==> config.mk <==
export PLATFORM = sky130hd
export DESIGN_NAME = latched_addr_decoder
export DESIGN_NICKNAME = d
export VERILOG_FILES = /design/src/rtl/adl_pkg.sv /design/src/rtl/adl_addr_latch.sv /design/src/rtl/adl_onehot_dec.sv /design/src/rtl/adl_out_gate.sv /design/src/rtl/latched_addr_decoder.sv
export SDC_FILE = /design/constraint.sdc
export NUM_CORES = 1
export LEC_CHECK = 0
export ABC_AREA = 1
export BUFFER_PORTS_ARGS = -buffer_cell sky130_fd_sc_hd__buf_4
export CORE_AREA = 2 2 39 41
export CTS_CLUSTER_DIAMETER = 40
export DETAILED_ROUTE_END_ITERATION = 8
export DIE_AREA = 0 0 41 43
export GPL_ROUTABILITY_DRIVEN = 0
export GPL_TIMING_DRIVEN = 0
export SLEW_MARGIN = 20
export SYNTH_ARGS = -nofsm -noshare
export SYNTH_HDL_FRONTEND = slang
export SYNTH_SLANG_ARGS = --single-unit
==> constraint.sdc <==
create_clock -name clk -period 0.95 [get_ports clk]
set_input_delay 0.2375 -clock clk [delete_from_list [all_inputs] [get_ports clk]]
set_output_delay 0.2375 -clock clk [all_outputs]
set_load 0.005 [all_outputs]
==> src/rtl/adl_pkg.sv <==
// Package: shared constants and the enable-pair type for the latched decoder.
// Assumes: nothing; holds no logic beyond a small helper.
package adl_pkg;
    localparam int ADL_ADDR_W = 3;

    typedef struct packed {
        logic act_lo_n;   // active-low enable
        logic act_hi;     // active-high enable
    } adl_en_t;

    // True when both enables are asserted.
    function automatic logic adl_gate_open(adl_en_t en);
        return (!en.act_lo_n) && en.act_hi;
    endfunction
endpackage

==> src/rtl/adl_addr_latch.sv <==
// Module: address register that models a level latch sampled on the clock.
// Loads the address on every edge with the hold input low and keeps its value
// while hold is high. Assumes a synchronous active-low reset that clears to 0.
module adl_addr_latch #(
    parameter int ADDR_W = 3
) (
    input  logic              clk,
    input  logic              rst_n,
    input  logic              hold,
    input  logic [ADDR_W-1:0] addr_d,
    output logic [ADDR_W-1:0] addr_q
);
    // Stored address: reset, follow, or freeze.
    always_ff @(posedge clk) begin
        if (!rst_n) begin
            addr_q <= '0;
        end else if (!hold) begin
            addr_q <= addr_d;
        end
    end
endmodule

==> src/rtl/adl_onehot_dec.sv <==
// Module: binary-to-one-hot decoder with an active-high result.
// Assumes OUT_N equals 2**ADDR_W; exactly one bit is set for any input.
module adl_onehot_dec #(
    parameter int ADDR_W = 3,
    localparam int OUT_N = 1 << ADDR_W
) (
    input  logic [ADDR_W-1:0] sel,
    output logic [OUT_N-1:0]  hot
);
    for (genvar gi = 0; gi < OUT_N; gi++) begin : g_line
        // One comparator per strobe line.
        always_comb hot[gi] = (sel == ADDR_W'(gi));
    end
endmodule

==> src/rtl/adl_out_gate.sv <==
// Module: applies the enable pair to the one-hot vector and inverts it.
// Assumes the input is one-hot or zero; a closed gate drives all ones.
module adl_out_gate #(
    parameter int OUT_N = 8
) (
    input  adl_pkg::adl_en_t en,
    input  logic [OUT_N-1:0] hot,
    output logic [OUT_N-1:0] strobe_n
);
    logic open_w;

    // Gate decision from the enable pair.
    always_comb open_w = adl_pkg::adl_gate_open(en);

    for (genvar gi = 0; gi < OUT_N; gi++) begin : g_bit
        // Each strobe is low only for the selected line through an open gate.
        always_comb strobe_n[gi] = ~(hot[gi] & open_w);
    end
endmodule

==> src/rtl/latched_addr_decoder.sv <==
// Module: top of the latched-address active-low decoder.
// Stored address -> one-hot decode -> enable gate. The enables act without a
// clock; only the address passes through a register. Synchronous active-low reset.
module latched_addr_decoder #(
    parameter int ADDR_W = adl_pkg::ADL_ADDR_W,
    localparam int OUT_N = 1 << ADDR_W
) (
    input  logic              clk,
    input  logic              rst_n,
    input  logic [ADDR_W-1:0] addr_in,
    input  logic              lat_en,
    input  logic              en_lo_n,
    input  logic              en_hi,
    output logic [OUT_N-1:0]  dec_n
);
    logic [ADDR_W-1:0] addr_q;
    logic [OUT_N-1:0]  hot;
    adl_pkg::adl_en_t  en_pair;

    // Bundle the enables for the gate stage.
    always_comb en_pair = '{act_lo_n: en_lo_n, act_hi: en_hi};

    adl_addr_latch #(.ADDR_W(ADDR_W)) latch_i (
        .clk(clk), .rst_n(rst_n), .hold(lat_en), .addr_d(addr_in), .addr_q(addr_q)
    );

    adl_onehot_dec #(.ADDR_W(ADDR_W)) dec_i (
        .sel(addr_q), .hot(hot)
    );

    adl_out_gate #(.OUT_N(OUT_N)) gate_i (
        .en(en_pair), .hot(hot), .strobe_n(dec_n)
    );
endmodule

==> flow_metrics.py, run 1 <==
metrics = {
    "status": {
        "status": "complete, but fails checks",
        "violations": "setup timing",
    },
    "power": {
        "pwr-share-seq_pct": 31.4,
        "p_leak_uw": 0.0001984,
        "sw_frac_of_total_pct": 25.67,
        "power_frac_clock_pct": 46.5,
        "vdd_drop_max_v": 0.0003980,
        "power_density_nw_per_um2": 1124,
        "switchingPower_uw": 121.0,
        "pwr-share-comb_pct": 22.1,
        "total_power_uw": 471.2,
        "p_int_uw": 350.2,
    },
    "place": {
        "place_ws_ps": -113.1,
        "numPortBuffers": 15,
        "hpwlAfterDp_um": 391.3,
        "dp.cells": 66,
        "post_dp_cell_area_sq_um": 332.8,
    },
    "synth": {
        "synthCells": 35,
        "synth_top_area_share_pct": 30.00,
        "syn_nets": 43,
        "synth_cell_type_count": 8,
        "ys_warn_count": 0,
        "syn_area_per_cell_sq_um": 5.720,
        "synth.area.top_cells": "dfxtp_1 30%, nand2_1 28%, nor2_2 13%",
        "syn_area_sq_um": 200.2,
        "ys_seq_elements": 3,
        "ys_seq_area_share_pct": 30.00,
        "synth_area_leader_cell": "dfxtp_1",
    },
    "sta": {
        "rsz0062_at_grt": "yes",
        "layout_setup_ws_ps": -200.8,
        "finalSetupViolations": 8,
        "slew_violations": 0,
        "tightest_slew_ps": 148.3,
        "max_freq_mhz": 868.9,
        "period_share_pct": 121.1,
        "slew_headroom_pct": 90.10,
        "hold_viol_final": 0,
        "timing.final.crit_period_ps": 1151,
        "skew_ps": 0,
    },
    "global_route": {
        "track_usage_pct": 6.713,
        "grt_pass1_vias": 216,
        "grt_max_degree": 7,
        "antenna_found_initial": 0,
        "grt_pass1_wl_um": 759,
        "overflow": 0,
    },
    "die": {
        "die_h_um": 43,
        "fp.dieW_um": 41,
        "start_util_pct": 14.47,
        "io_pins": 16,
        "fp-row-count": 14,
        "core_area_sq_um": 1384,
        "dieArea_sq_um": 1763,
    },
    "run": {
        "cap_violations": 0,
    },
    "worst_setup_path": {
        "cp_cell_sequence": "inv_2 > nor2_4 > nand2_1 > buf_4",
        "rr_endpoint": "latch_i.addr_q[0]",
        "critPathSlowestCell": "dfxtp_4",
        "crit_path_start_kind": "register",
        "startpoint": "latch_i.addr_q[0]",
        "path_max_fanout": 4,
        "required_ps": 710,
        "cp_num_buf_inv": 2,
        "critPathArrivalTime_ps": 910,
        "rr_startpoint": "latch_i.addr_q[0]",
        "crit_cells": 4,
        "r2r_slack_ps": 170,
        "max_stage_delay_ps": 370,
        "critPathTopFamily": "flip-flops",
        "crit_end": "dec_n[1]",
        "reg2regPathDepth": 5,
        "crit_path_end_kind": "output port",
        "crit_type": "register to output port",
    },
    "route": {
        "wirelength_um": 482,
        "viasPerCell": 3.548,
        "detail_route.wl_per_cell_um": 6.603,
        "vias": 259,
        "firstDrtPassIters": 1,
        "route.detailed.drc": 0,
        "drt_iter0_drc": 0,
        "ant_nets": 0,
    },
    "finish": {
        "antenna_cells": 0,
        "reg_top3": "latch_i.addr_q x3",
        "final_nets": 66,
        "regMostFlops": "latch_i.addr_q",
        "final_area_sq_um": 419.2,
        "instances_no_fill": 73,
        "drive_gt1_share_pct": 63.16,
        "areaGrowthSynthToFinish_pct": 109.4,
        "largest_register_ffs": 3,
    },
    "cts": {
        "clockRootBuffer": "clkbuf_4",
        "insertion_delay_ps": 230,
        "cts_max_level": 1,
        "cts_sinks": 3,
        "clk_pin_slew_worst_paths_ps": 40,
        "cts_tree": "built",
        "cts_buffers": 3,
        "clock_path_buffers": 2,
    },
    "min_path": {
        "hold_path_class": "primary input to register",
    },
}
==> repair_timing <==
item,in CTS,in global routing
endpoints found under the setup margin,8,8
buffers inserted,3,0
gates cloned,0,0
gates resized for setup,7,7
hold buffers,0,0
pin swaps,2,1
==> cell families (layout without fill, tap and decap cells) <==
group,Yosys count,count (layout),synth area share (%)
buf+inv,5,27,9.376
flops,3,3,30.00
simple gates,27,27,60.62
==> power groups by stage <==
stage          clock network (uW)  registers (uW)  logic [uW]
2_1_floorplan                   0             145        43.3
3_3_place_gp                    0             146        82.8
3_5_place_dp                    0             146        84.4
4_1_cts                       232             147        99.5
5_1_grt                       241             149         117
6_report                      219             148         104
==> layout make-up <==
cell class / count / area [sq um]
Clock buffer: 4 / 26.28
Sequential cell: 3 / 68.82
Fill cell: 162 / 964.7
Tap cell: 16 / 20.02
Multi-Input combinational cell: 27 / 138.9
Inverter: 5 / 18.77
Timing Repair Buffer: 18 / 146.4
==> tightest hold or removal path, cell delays in order <==
cell and delay [ps]:
buf_4 70, nor2_1 30, nor2_2 80
==> synthesized netlist by cell type, drive strengths merged <==
master,instances
inv,5
dfxtp,3
nor2,11
nand2,16
==> how the worst min path moves through the flow <==
stage	end	startpoint	slack, ps	depth (start not counted)
2_1_floorplan	latch_i.addr_q[0]	rst_n	370	2
3_3_place_gp	latch_i.addr_q[2]	addr_in[2]	470	3
3_5_place_dp	latch_i.addr_q[2]	addr_in[2]	470	3
4_1_cts	latch_i.addr_q[2]	addr_in[2]	220	3
5_1_grt	latch_i.addr_q[2]	addr_in[2]	240	3
6_report	latch_i.addr_q[2]	addr_in[2]	230	3
==> through the flow <==
| step | hold WS (ps) | util (%) | setup TNS, ps |
|---|---|---|---|
| 4_1_cts | 224.2 | 28.48 | -1643 |
| 6_report | 231.2 | 30.29 | -1534 |
| 3_3_place_gp | 468.3 | 24.05 | -589.2 |
| 5_1_grt | 239.3 | 30.29 | -1967 |
| 3_5_place_dp | 468.0 | 24.05 | -661.6 |
| 2_1_floorplan | 372.2 | - | 0 |
==> layer usage <==
| layer | track usage, % | part of all wire, % | vias to the layer above |
|---|---|---|---|
| li1 | - | - | 144 |
| met5 | 0 | 0 | - |
| met1 | 7.029 | 41 | 101 |
| met3 | 3.141 | 13 | 0 |
| met4 | 6.000 | 0 | 0 |
| met2 | 9.375 | 45 | 14 |
==> placed cells by master, fill, tap and decap left out <==
master / count
dfxtp_4: 2
dfxtp_2: 1
inv_2: 3
nand2_2: 1
nor2_2: 5
buf_6: 3
nor2_4: 3
nand2_1: 15
buf_4: 15
clkbuf_4: 3
clkbuf_1: 1
nor2_1: 3
inv_1: 2
(Power assumes the default switching activity.)
==> run 2: changes to the inputs <==
- CTS_BUF_LIST: unset -> sky130_fd_sc_hd__clkbuf_2
==> flow_metrics.py, run 2 (synthesized netlist as in run 1, its figures left out) <==
metrics = {
    "power": {
        "vdd_drop_max_v": 0.0002659,
        "power_frac_clock_pct": 41.4,
        "p_int_uw": 305.5,
        "pwr-share-seq_pct": 34.2,
        "pwr-share-comb_pct": 24.5,
        "p_leak_uw": 0.0002036,
        "power_density_nw_per_um2": 1020,
        "sw_frac_of_total_pct": 29.78,
        "switchingPower_uw": 129.6,
    },
    "sta": {
        "max_freq_mhz": 877.5,
        "layout_setup_ws_ps": -189.6,
        "slew_headroom_pct": 90.13,
        "holdWs_ps": 257.2,
        "period_share_pct": 120.0,
        "hold_viol_final": 0,
        "skew_ps": 0,
        "tightest_slew_ps": 147.9,
        "finalSetupViolations": 8,
        "rsz0062_at_grt": "yes",
        "slew_violations": 0,
        "timing.final.crit_period_ps": 1140,
    },
    "global_route": {
        "grt_pass1_wl_um": 786,
        "grt_max_degree": 7,
        "antenna_found_initial": 0,
        "overflow": 0,
        "track_usage_pct": 7.315,
        "grt_pass1_vias": 217,
    },
    "route": {
        "drt_iter0_drc": 1,
        "route.met2.wl_um": 232,
        "firstDrtPassIters": 2,
        "vias": 260,
        "route.detailed.drc": 0,
        "dr_wl_met3_um": 51,
        "wirelength_um": 496,
        "wl_met1_um": 212,
        "routed.top_layer": "met3",
        "detail_route.wl_per_cell_um": 6.795,
        "ant_nets": 0,
        "viasPerCell": 3.562,
    },
    "status": {
        "violations": "setup timing",
        "status": "complete, but fails checks",
    },
    "die": {
        "fp-row-count": 14,
        "io_pins": 16,
        "start_util_pct": 14.47,
        "dieArea_sq_um": 1763,
        "core_area_sq_um": 1384,
        "die_h_um": 43,
        "fp.dieW_um": 41,
    },
    "min_path": {
        "hold_path_class": "primary input to register",
        "holdPathStages": 3,
    },
    "cts": {
        "insertion_delay_ps": 200,
        "clockRootBuffer": "clkbuf_2",
        "cts_buffers": 3,
        "clock_path_buffers": 2,
        "clk_pin_slew_worst_paths_ps": 50,
        "cts_hold_buf": 0,
        "cts_max_level": 1,
        "cts_sinks": 3,
        "cts_tree": "built",
    },
    "run": {
        "cap_violations": 0,
    },
    "finish": {
        "largest_register_ffs": 3,
        "drive_gt1_share_pct": 66.67,
        "antenna_cells": 0,
        "final-seq-area_sq_um": 68.82,
        "final_nets": 66,
        "reg_top3": "latch_i.addr_q x3",
        "mostFrequentLayoutCells": "15 x nand2_1, 12 x buf_4, 6 x buf_6, 5 x nor2_2, 4 x clkbuf_2",
        "layout_commonest_cell": "nand2_1",
        "nFillCells": 159,
        "final_area_sq_um": 426.7,
        "regMostFlops": "latch_i.addr_q",
        "multi_input_area_sq_um": 138.9,
        "areaGrowthSynthToFinish_pct": 113.1,
    },
    "place": {
        "hpwlAfterDp_um": 391.3,
        "numPortBuffers": 15,
        "post_dp_cell_area_sq_um": 332.8,
    },
    "worst_setup_path": {
        "crit_path_end_kind": "output port",
        "crit_type": "register to output port",
        "crit_path_start_kind": "register",
        "critPathArrivalTime_ps": 900,
        "path_max_fanout": 4,
        "reg2regPathDepth": 5,
        "required_ps": 710,
    },
}
run 2: area by class of cell:
class                   instances  share of cell area [%]
repair buffers                 18                   36.95
multi-input cells              27                   32.55
flip-flops and latches          3                   16.13
inverters                       5                   4.985
clock buffers                   4                   4.692
well taps                      16                   4.692
run 2: final timing paths:
path	slack [ps]	startpoint	endpoint
setup / recovery	-190	latch_i.addr_q[1]	dec_n[2]
hold / removal	260	addr_in[1]	latch_i.addr_q[1]
setup reg to reg	170	latch_i.addr_q[1]	latch_i.addr_q[1]
hold reg to reg	650	latch_i.addr_q[2]	latch_i.addr_q[2]
run 2: power groups by stage:
stage / Clock [uW] / Combinational (uW) / Sequential (uW)
after detailed placement: 0 / 84.4 / 146
final: 180 / 106 / 149
after global routing: 195 / 119 / 150
after global placement: 0 / 82.8 / 146
after floorplan: 0 / 43.3 / 145
after CTS: 189 / 99.6 / 147
run 2: routing by layer:
metal	global-route usage (%)	up-vias
li1	-	146
met2	9.375	14
met3	3.141	0
met4	10.00	0
met1	7.029	100
met5	0	-
run 2: what timing repair did:
action,CTS,global route
gates resized for setup,7,12
pin swaps,3,2
buffers inserted,3,0
setup endpoints to repair,8,8
run 2: critical path: stages, from the launching register on:
cell and delay (ps):
dfxtp_4 370, inv_2 50, nor2_4 80, nand2_1 70, buf_6 120
run 2: through the flow:
stage	setup WS [ps]	setup TNS, ps	instances	total power (uW)	utilization [%]
after global routing	-238.2	-1815	73	464.4	30.83
final	-189.6	-1341	73	435.1	30.83
after detailed placement	-113.1	-661.6	66	230.1	24.05
after CTS	-201.8	-1498	73	435.8	28.03
after floorplan	136.5	0	35	188.0	-
after global placement	-100.1	-589.2	66	228.4	24.05
==> run 3: changes to the inputs <==
- ABC_AREA: 1 -> unset
- SLEW_MARGIN: 20 -> unset
==> flow_metrics.py, run 3 <==
metrics = {
    "synth": {
        "syn_nets": 30,
        "ys_seq_elements": 3,
        "syn_area_per_cell_sq_um": 8.133,
        "async_flop_share_pct": 0,
        "synth_common_cells": "6 x nand2_1, 5 x nor2b_1, 3 x dfxtp_1, 3 x mux2i_1, 2 x nand3_1",
        "synth-edff-count": 0,
        "ys_seq_area_share_pct": 33.57,
        "ys_warn_count": 0,
        "synth_cell_type_count": 8,
        "yosysMostFrequentCell": "nand2_1",
        "synth-main-ff-cell": "dfxtp_1",
        "syn_area_sq_um": 178.9,
        "synth_top_area_share_pct": 33.57,
        "synthCells": 22,
        "synth.area.top_cells": "dfxtp_1 34%, nor2b_1 17%, mux2i_1 17%",
        "synth_area_leader_cell": "dfxtp_1",
    },
    "worst_setup_path": {
        "r2r_slack_ps": 320,
        "required_ps": 710,
        "crit_path_start_kind": "register",
        "cp_num_buf_inv": 1,
        "path_max_fanout": 4,
        "critPathTopFamily": "flip-flops",
        "crit_path_end_kind": "output port",
        "critPathSlowestCell": "dfxtp_2",
        "max_stage_delay_ps": 330,
        "critPathArrivalTime_ps": 1010,
        "cp_cell_sequence": "nor3b_4 > nand3_1 > buf_4",
        "crit_type": "register to output port",
    },
    "sta": {
        "period_share_pct": 130.8,
        "slew_violations": 0,
        "skew_ps": 0,
        "rsz0062_at_grt": "yes",
        "tightest_slew_ps": 201.9,
        "finalSetupViolations": 8,
        "slew_headroom_pct": 86.53,
        "hold_viol_final": 0,
        "timing.final.crit_period_ps": 1243,
        "max_freq_mhz": 804.6,
        "layout_setup_ws_ps": -292.9,
    },
    "global_route": {
        "grt_pass1_vias": 158,
        "track_usage_pct": 5.611,
        "grt_pass1_wl_um": 627,
        "antenna_found_initial": 0,
        "grt_max_degree": 7,
        "overflow": 0,
    },
    "die": {
        "fp.dieW_um": 41,
        "start_util_pct": 12.93,
        "dieArea_sq_um": 1763,
        "die_h_um": 43,
        "fp-row-count": 14,
        "core_area_sq_um": 1384,
        "io_pins": 16,
    },
    "route": {
        "ant_nets": 0,
        "routed.top_layer": "met3",
        "viasPerCell": 3.526,
        "drt_iter0_drc": 3,
        "route.detailed.drc": 0,
        "detail_route.wl_per_cell_um": 7.982,
        "wirelength_um": 455,
        "dr_wl_met3_um": 84,
        "route.met2.wl_um": 167,
        "wl_met1_um": 203,
        "vias": 201,
        "firstDrtPassIters": 2,
    },
    "min_path": {
        "hold_path_class": "primary input to register",
    },
    "place": {
        "place_ws_ps": -160.8,
        "numPortBuffers": 15,
    },
    "finish": {
        "multi_input_area_sq_um": 128.9,
        "nFillCells": 155,
        "regMostFlops": "latch_i.addr_q",
        "final-seq-area_sq_um": 63.81,
        "areaGrowthSynthToFinish_pct": 95.10,
        "final_nets": 50,
        "drive_gt1_share_pct": 60.98,
        "antenna_cells": 0,
        "reg_top3": "latch_i.addr_q x3",
        "mostFrequentLayoutCells": "14 x buf_4, 6 x nand2_1, 4 x nor2b_1, 4 x clkbuf_2",
        "layout_commonest_cell": "buf_4",
        "largest_register_ffs": 3,
    },
    "cts": {
        "cts_buffers": 3,
        "cts_max_level": 1,
        "clock_path_buffers": 2,
        "cts_tree": "built",
        "clockRootBuffer": "clkbuf_2",
        "insertion_delay_ps": 210,
        "clk_pin_slew_worst_paths_ps": 50,
        "post_cts_buffers": 0,
        "cts_sinks": 3,
    },
    "power": {
        "p_leak_uw": 0.0001571,
        "total_power_uw": 396.1,
        "vdd_drop_max_v": 0.0006186,
        "power_density_nw_per_um2": 1135,
    },
    "status": {
        "violations": "setup timing",
        "status": "complete, but fails checks",
    },
    "run": {
        "cap_violations": 0,
    },
}
==> run 3: cell count changes after synthesis, sizes merged <==
cell,previous run,this run
and3b,0,1
nor2,11,1
nand2,16,6
nor2b,0,5
mux2i,0,3
inv,5,0
nor3b,0,1
nand3,0,2
==> run 3: kinds of logic after synthesis <==
group	Yosys count	share of synthesized area, %
simple gates	16	49.65
flops	3	33.57
mux	3	16.78
==> run 3: area by class of cell <==
cell class                 count  share of cell area (%)
multi-input combinational     19                   36.92
timing repair buffer          15                   33.33
sequential                     3                   18.28
clock buffer                   4                   5.735
tap                           16                   5.735
==> run 3: worst paths after layout <==
path / startpoint / end / cells past startpoint
setup / recovery: latch_i.addr_q[2] / dec_n[3] / 3
hold / removal: rst_n / latch_i.addr_q[2] / 2
setup reg to reg: latch_i.addr_q[1] / latch_i.addr_q[1] / 2
hold reg to reg: latch_i.addr_q[2] / latch_i.addr_q[2] / 2
==> run 3: stage by stage <==
stage                     hold WS [ps]  std cells  setup TNS, ps  cell area (sq um)  utilization [%]
after floorplan                  365.7         22              0              178.9                -
after global placement           467.6         53         -967.2              311.5            22.51
after detailed placement         472.0         53         -975.8              311.5            22.51
after CTS                        243.8         57          -2278              346.6            25.05
after global routing             248.7         57          -2671              349.1            25.23
final                            255.6         57          -2083              349.1            25.23
==> run 3: per-layer routing <==
layer	GRT usage, %	up-vias
met5	0	-
met4	4.000	0
met3	4.712	0
met2	6.563	15
met1	6.390	75
li1	-	111
==> run 3: worst register-to-register path, cell delays in order (launching register included) <==
cell     delay [ps]
dfxtp_2         340
mux2i_1         130
nor2b_1          60
==> run 3: what timing repair did <==
| action | CTS | global route |
|---|---|---|
| hold buffers | 0 | 0 |
| pin swaps | 5 | 2 |
| endpoints found under the hold margin | 0 | 0 |
| endpoints found under the setup margin | 8 | 8 |
| resized for setup | 6 | 1 |
==> run 3: where the power goes <==
part | total [uW] | switching [uW] | internal [uW]
logic | 69.7 | 24.4 | 45.3
registers | 146 | 10.0 | 136
clock network | 181 | 69.6 | 111
